$ cat config.mk
export PLATFORM = sky130hd
export DESIGN_NAME = iot_xfer_ctrl
export DESIGN_NICKNAME = d
export VERILOG_FILES = /design/src/rtl/iot_pkg.sv /design/src/rtl/iot_ctrl.sv /design/src/rtl/iot_datapath.sv /design/src/rtl/iot_xfer_ctrl.sv
export SDC_FILE = /design/constraint.sdc
export NUM_CORES = 1
export LEC_CHECK = 0
export BUFFER_PORTS_ARGS = -buffer_cell sky130_fd_sc_hd__buf_4
export CORE_AREA = 5 5 83 85
export DETAILED_ROUTE_END_ITERATION = 6
export DIE_AREA = 0 0 88 90
export SLEW_MARGIN = 20
export SYNTH_ARGS = -nofsm -noshare
export SYNTH_HDL_FRONTEND = slang
export SYNTH_HIERARCHICAL = 1
export SYNTH_SLANG_ARGS = --single-unit
$ cat constraint.sdc
create_clock -name clk -period 5.8 [get_ports clk]
set_input_delay 1.16 -clock clk [delete_from_list [all_inputs] [get_ports clk]]
set_output_delay 1.16 -clock clk [all_outputs]
set_load 0.03 [all_outputs]
$ cat src/rtl/iot_pkg.sv
package iot_pkg;
  localparam int AC_W       = 12;
  localparam int DEV_W      = 6;
  localparam int FUNC_W     = 3;
  localparam int CHAR_W     = 8;
  localparam int NUM_SIMPLE = 4;
  localparam int LANE_W     = $clog2(NUM_SIMPLE);
  localparam int GEN_W      = 1 << FUNC_W;
  localparam logic [2:0] OPC_IOT = 3'b110;

  typedef struct packed {
    logic              fire;
    logic              simple;
    logic              inputDev;
    logic [LANE_W-1:0] lane;
    logic              testSkip;
    logic              clearAc;
    logic              xfer;
    logic              setIe;
    logic              clrIe;
    logic              generic;
  } ctlStrobes_t;
endpackage

$ cat src/rtl/iot_ctrl.sv
module iot_ctrl
  import iot_pkg::*;
#(
  parameter logic [NUM_SIMPLE-1:0] IN_MASK = 4'b0101
) (
  input  logic            instValid,
  input  logic [AC_W-1:0] instWord,
  output ctlStrobes_t     ctl
);
  logic [2:0]        opc;
  logic [DEV_W-1:0]  dev;
  logic [FUNC_W-1:0] fn;
  logic              isIot;
  logic              isSimple;

  assign opc = instWord[AC_W-1 -: 3];
  assign dev = instWord[FUNC_W +: DEV_W];
  assign fn  = instWord[FUNC_W-1:0];

  assign isIot    = instValid && (opc == OPC_IOT);
  assign isSimple = (dev >= DEV_W'(1)) && (dev <= DEV_W'(NUM_SIMPLE));

  always_comb begin
    ctl          = '0;
    ctl.fire     = isIot;
    ctl.simple   = isIot && isSimple;
    ctl.lane     = LANE_W'(dev - DEV_W'(1));
    ctl.inputDev = IN_MASK[ctl.lane];
    // micro-operation order: skip test, clear, transfer
    ctl.testSkip = fn[0];
    ctl.clearAc  = fn[1];
    ctl.xfer     = fn[2];
    ctl.setIe    = isIot && (dev == '0) && (fn == FUNC_W'(1));
    ctl.clrIe    = isIot && (dev == '0) && (fn == FUNC_W'(2));
    ctl.generic  = isIot && (dev > DEV_W'(NUM_SIMPLE));
  end
endmodule

$ cat src/rtl/iot_datapath.sv
module iot_datapath
  import iot_pkg::*;
(
  input  logic                         clk,
  input  logic                         rstN,
  input  ctlStrobes_t                  ctl,
  input  logic [DEV_W-1:0]             devSel,
  input  logic [FUNC_W-1:0]            funcSel,
  input  logic [AC_W-1:0]              acIn,
  input  logic [NUM_SIMPLE-1:0]        devReady,
  input  logic [NUM_SIMPLE*CHAR_W-1:0] devInData,
  output logic                         resultValid,
  output logic                         skipReq,
  output logic [AC_W-1:0]              acOut,
  output logic [NUM_SIMPLE-1:0]        devStrobe,
  output logic [NUM_SIMPLE-1:0]        readyClr,
  output logic [CHAR_W-1:0]            outData,
  output logic                         genValid,
  output logic [DEV_W-1:0]             genDev,
  output logic [GEN_W-1:0]             genFunc,
  output logic                         intEnable
);
  logic [AC_W-1:0]       stepAc;
  logic [AC_W-1:0]       nextAc;
  logic [CHAR_W-1:0]     laneChar;
  logic [NUM_SIMPLE-1:0] laneHot;
  logic                  doXfer;
  logic                  nextSkip;

  always_comb begin
    laneChar = devInData[ctl.lane*CHAR_W +: CHAR_W];
    laneHot  = NUM_SIMPLE'(1) << ctl.lane;
    doXfer   = ctl.simple && ctl.xfer;
    nextSkip = ctl.simple && ctl.testSkip && devReady[ctl.lane];
    stepAc   = (ctl.simple && ctl.clearAc) ? '0 : acIn;
    nextAc   = stepAc;
    if (doXfer && ctl.inputDev) nextAc = stepAc | AC_W'(laneChar);
  end

  always_ff @(posedge clk) begin
    if (!rstN) begin
      resultValid <= 1'b0;
      skipReq     <= 1'b0;
      acOut       <= '0;
      devStrobe   <= '0;
      readyClr    <= '0;
      outData     <= '0;
      genValid    <= 1'b0;
      genDev      <= '0;
      genFunc     <= '0;
      intEnable   <= 1'b0;
    end else begin
      resultValid <= ctl.fire;
      skipReq     <= nextSkip;
      devStrobe   <= doXfer ? laneHot : '0;
      readyClr    <= doXfer ? laneHot : '0;
      genValid    <= ctl.generic;
      if (ctl.fire) acOut <= nextAc;
      if (doXfer && !ctl.inputDev) outData <= stepAc[CHAR_W-1:0];
      if (ctl.generic) begin
        genDev  <= devSel;
        genFunc <= GEN_W'(1) << funcSel;
      end
      if (ctl.setIe)      intEnable <= 1'b1;
      else if (ctl.clrIe) intEnable <= 1'b0;
    end
  end
endmodule

$ cat src/rtl/iot_xfer_ctrl.sv
module iot_xfer_ctrl
  import iot_pkg::*;
(
  input  logic                         clk,
  input  logic                         rstN,
  input  logic                         instValid,
  input  logic [AC_W-1:0]              instWord,
  input  logic [AC_W-1:0]              acIn,
  input  logic [NUM_SIMPLE-1:0]        devReady,
  input  logic [NUM_SIMPLE*CHAR_W-1:0] devInData,
  output logic                         resultValid,
  output logic                         skipReq,
  output logic [AC_W-1:0]              acOut,
  output logic [NUM_SIMPLE-1:0]        devStrobe,
  output logic [NUM_SIMPLE-1:0]        readyClr,
  output logic [CHAR_W-1:0]            outData,
  output logic                         genValid,
  output logic [DEV_W-1:0]             genDev,
  output logic [GEN_W-1:0]             genFunc,
  output logic                         intEnable
);
  ctlStrobes_t ctl;

  iot_ctrl #(.IN_MASK(4'b0101)) u_ctrl (
    .instValid (instValid),
    .instWord  (instWord),
    .ctl       (ctl)
  );

  iot_datapath u_dp (
    .clk         (clk),
    .rstN        (rstN),
    .ctl         (ctl),
    .devSel      (instWord[FUNC_W +: DEV_W]),
    .funcSel     (instWord[FUNC_W-1:0]),
    .acIn        (acIn),
    .devReady    (devReady),
    .devInData   (devInData),
    .resultValid (resultValid),
    .skipReq     (skipReq),
    .acOut       (acOut),
    .devStrobe   (devStrobe),
    .readyClr    (readyClr),
    .outData     (outData),
    .genValid    (genValid),
    .genDev      (genDev),
    .genFunc     (genFunc),
    .intEnable   (intEnable)
  );
endmodule

# Yosys cells after proc, flatten, opt, wreduce, memory -nomap -nowiden

Index checks and enable logic that the tools add are counted.

Equal/unequal tests: 3
Bitwise operators: 1
Mux-type cells: 8
Reductions and logical operators: 17
$lt $le $gt $ge: 4
Add/sub/neg operators: 1
Shifts and indexed selects: 3

Operator list:

| cell                                                           | number |
|---|---|
| variable part select 32 x 6 -> 8 bit                           | 1 |
| two-way mux 12 bit                                             | 2 |
| logical AND 1 bit                                              | 13 |
| bitwise OR 12 x 8 -> 12 bit                                    | 1 |
| left shift 1 x 3 -> 8 bit, first input constant                | 1 |
| >= comparator 6 x 1 -> 1 bit, second input constant            | 1 |
| > comparator 6 x 3 -> 1 bit, second input constant             | 1 |
| less-or-equal comparator 6 x 3 -> 1 bit, second input constant | 1 |
| logical NOT 6 bit                                              | 1 |
| binary-select mux 1 bit (select 2 bit)                         | 2 |
| two-way mux 1 bit                                              | 4 |
| left shift 1 x 2 -> 4 bit, first input constant                | 1 |
| equality test 3 x 1 -> 1 bit, second input constant            | 1 |
| equality test 3 x 2 -> 1 bit, second input constant            | 1 |
| equality test 3 bit, second input constant                     | 1 |
| < comparator 2 x 3 -> 1 bit, second input constant             | 1 |
| AND reduction 2 bit                                            | 1 |
| nonzero test 2 bit                                             | 1 |
| subtractor 2 x 1 -> 2 bit, second input constant               | 1 |
| logical NOT 1 bit                                              | 1 |

Register bits: 42

# Logic depth before layout (Yosys ltp)

Depth after elaboration: 7
Gate-level depth with buffers: 8
Mapped depth without buffers: 7

# Cells and area by module

The synthesis kept the hierarchy.

By module, submodules not included:

| module       | times used | area each (µm²) | sequential area each (µm²) | cells each |
|---|---|---|---|---|
| iot_datapath | 1          | 1,895.6         | 840.8                      | 196 |
| iot_ctrl     | 1          | 176.4           | 0.0                        | 24 |

# Worst setup path before layout

Ideal clock, no wire load.

Path type: input -> register
From: in instWord[3]
To: reg u_dp.outData[0]
Stages: 8
Arrival: 2,682 ps
Slack: 2,995 ps
Cell sequence: inv_1 -> ha_1 -> nor3b_1 -> nor4b_1 -> clkbuf_1 -> nand3b_1 -> nand2_1 -> a21boi_0

RTL lines:

| element              | RTL line           | RTL |
|---|---|---|
| start, declared      | iot_xfer_ctrl.sv:7 | `input logic [AC_W-1:0] instWord,` |
| end signal, assigned | iot_datapath.sv:59 | `if (doXfer && !ctl.inputDev) outData <= stepAc[CHAR_W-1:0];` |
| end, declared        | iot_datapath.sv:17 | `output logic [CHAR_W-1:0] outData,` |

==> impl_metrics.toml <==
[outcome]
outcome = "complete, no violations"

[synthesis]
synth-seq-area-share = 0.4058
synth.top_cells.by_area = "dfxtp_1 (41%), mux4_2 (5.4%), mux4_1 (5.1%), a21boi_0 (4.7%), nand2_1 (4.5%)"
synth_cells = 220
synth_fa_ha_area_frac = 0.01812
synth-edff-count = 0
synthSimpleGateAreaFrac = 0.2059
syn_nets = 286
synth.distinct_cells = 37
synth_compound_area_frac = 0.1492
synth_seq_cells = 42
yosys.area_share.xor_xnor = 0
async_flop_share = 0
yosys.area.top_type = "dfxtp_1"
syn_area_sq_um = 2072
synth_top_area_frac = 0.4058
synth_top_family_by_area = "simple AND/OR/NAND/NOR gates"
muxShareOfSynthArea = 0.1341
synth_warnings = 6
ys.flop_type = "dfxtp_1"
synth_area_per_cell_sq_um = 9.418

[floorplanning]
die_area_sq_um = 7920
fp.dieW_um = 88
core_area_sq_um = 6132
rows = 29
chipHeight_um = 90
num_io_pins = 109
start_util = 0.3379

[clock_tree]
post_cts_buffers = 0
cts_root_buffer = "clkbuf_8"
htreeDepth = 2
cts_resized = 0
cts-buffers-inserted = 5
clock_sink_count = 42
clock_latency_ps = 280
cts_tree = "built"
clk_pin_slew_ps = 80
cts.path.max_buffers = 2
cts-hold-fix-buffers = 0

[placed_design]
dp_hpwl_mm = 4.482
place_congestion = 0.7113
io_buffer_count = 108

[route]
wl_mm = 5.769
via_count = 1885
wl_per_cell_um = 14.83
drt_iter0_drc = 68
drc = 0
antenna_left = 0
avgViaCountPerCell = 4.846
dr.pass1.iters = 4

[cells_and_area]
layout_commonest_cell = "buf_4"
fin_nets = 377
fillers = 620
drive_gt1_frac = 0.4038
final_cell_mix = "buf_4 (109), dfxtp_1 (42), nand2_1 (25), a21boi_0 (13), nand3_1 (12)"
diodes = 0
syn_to_final_growth_pct = 44.63

[sta]
setup_viol = 0
hold_ws_ps = 471.2
finClkSkew_ps = 0
period_needed_ps = 3740
worst_pin_slew_ps = 907.2
final_hold_viol_count = 0
fmax_mhz = 267.4
rsz0062_at_grt = "false"
setup-tns-final_ps = 0
finalCritPeriodShare = 0.6448
slew-limit-headroom = 0.3936
slew_viol_final = 0

[worst_setup_path]
cp_max_fo = 20
cp.buffers_inverters = 2
path_cells = "buf_4 > inv_1 > ha_1 > nand2b_1 > nor4b_2 > nand2_1 > nand3_1 > a21boi_0"
cp.arrival_ps = 3920
path_class = "in -> reg"
cpPeakStageDelay_ps = 740
crit_required_ps = 5980
crit_path_start_kind = "input pin"
cp_top_family = "simple AND/OR/NAND/NOR gates"
crit_slowest_cell = "nor4b_2"
cp-end-kind = "register"

[flow_run]
cap_viol_max_count = 0

[global_route]
grt_pass1_wl_mm = 9.177
grtUsageTotal = 0.1465
grt_pass1_vias = 1914
grt_max_degree = 40
antenna_found_initial = 0
grt_overflow = 0

[power_and_ir_drop]
power_density_nw_per_um2 = 223.0
vdd.ir_drop.worst_mv = 0.1158
p_leak_nw = 1.319

[min_path]
min_path_type = "reg -> reg"
-- power breakdown --
| group | total (mW) | leakage, nW | switching, mW | internal, mW |
|---|---|---|---|---|
| registers | 0.294 | 0.339 | 0.00188 | 0.292 |
| logic | 0.0935 | 0.908 | 0.0418 | 0.0517 |
| clock network | 0.281 | 0.0714 | 0.0973 | 0.184 |
-- area by class of cell --
class	count	area, sq um	share of cell area
multi-input combinational	142	1057	0.3528
tap	77	96.34	0.03215
clock inverter	2	60.06	0.02004
inverter	11	41.29	0.01378
sequential	42	840.8	0.2806
timing repair buffer	109	818.3	0.2731
clock buffer	6	82.58	0.02756
-- cell families (layout without fill, tap and decap cells) --
| logic type | after synthesis | in the layout |
|---|---|---|
| and+or+nand+nor | 78 | 78 |
| muxes | 15 | 15 |
| buffers and inverters | 36 | 128 |
| DFF | 42 | 42 |
| AOI/OAI and AO/OA | 46 | 46 |
| adders and majority gates | 3 | 3 |
-- Yosys cell counts, types with 3 or more instances --
master / count
dfxtp_1: 42
nand2_1: 25
a21boi_0: 13
clkbuf_1: 12
nand3_1: 12
inv_1: 10
a21oi_1: 9
buf_4: 9
nor2b_1: 9
a41oi_1: 8
and2_1: 8
o21ai_0: 8
mux2i_1: 6
nand2b_1: 6
mux4_2: 5
mux4_1: 4
o22ai_1: 4
buf_2: 3
ha_1: 3
nor2_1: 3
-- worst paths after layout --
| path | from | end | slack [ps] | depth (start not counted) |
|---|---|---|---|---|
| worst max-delay path | instWord[3] | u_dp/acOut[10] | 2060 | 8 |
| worst min-delay path | u_dp/outData[4] | u_dp/outData[4] | 470 | 2 |
| worst max register to register | u_dp/genFunc[2] | u_dp/genFunc[2] | 5070 | 3 |
| worst min register to register | u_dp/outData[4] | u_dp/outData[4] | 470 | 2 |
-- stage by stage --
stage               utilization  worst slack [ps]  cell area (sq um)  power, mW  std cells
floorplan                     -              2995               2072     0.3483        220
global placement         0.4654              1899               2854     0.3943        381
detailed placement       0.4654              1762               2854     0.3954        381
CTS                      0.4887              2070               2997     0.6781        389
global route             0.4887              1748               2997     0.6992        389
finish                   0.4887              2060               2997     0.6684        389
-- state kept, by name, indices dropped and copies added (netlist names) --
name,count
u_dp/acOut,12
u_dp/skipReq,1
u_dp/genFunc,8
u_dp/readyClr,4
u_dp/genDev,6
u_dp/outData,8
u_dp/resultValid,1
u_dp/genValid,1
u_dp/intEnable,1
-- routing by layer --
layer	vias up	wire length [um]	global-route usage
met5	-	0	0
met4	0	53	0.04220
met3	4	507	0.04753
met2	73	2655	0.2274
met1	856	2552	0.1929
li1	952	-	-
-- tightest hold or removal path, stage by stage, from the launching register on --
cell	delay, ps
dfxtp_1	320
nand2_1	50
a21boi_0	60
Note: power is estimated with default switching activity, not from simulation.
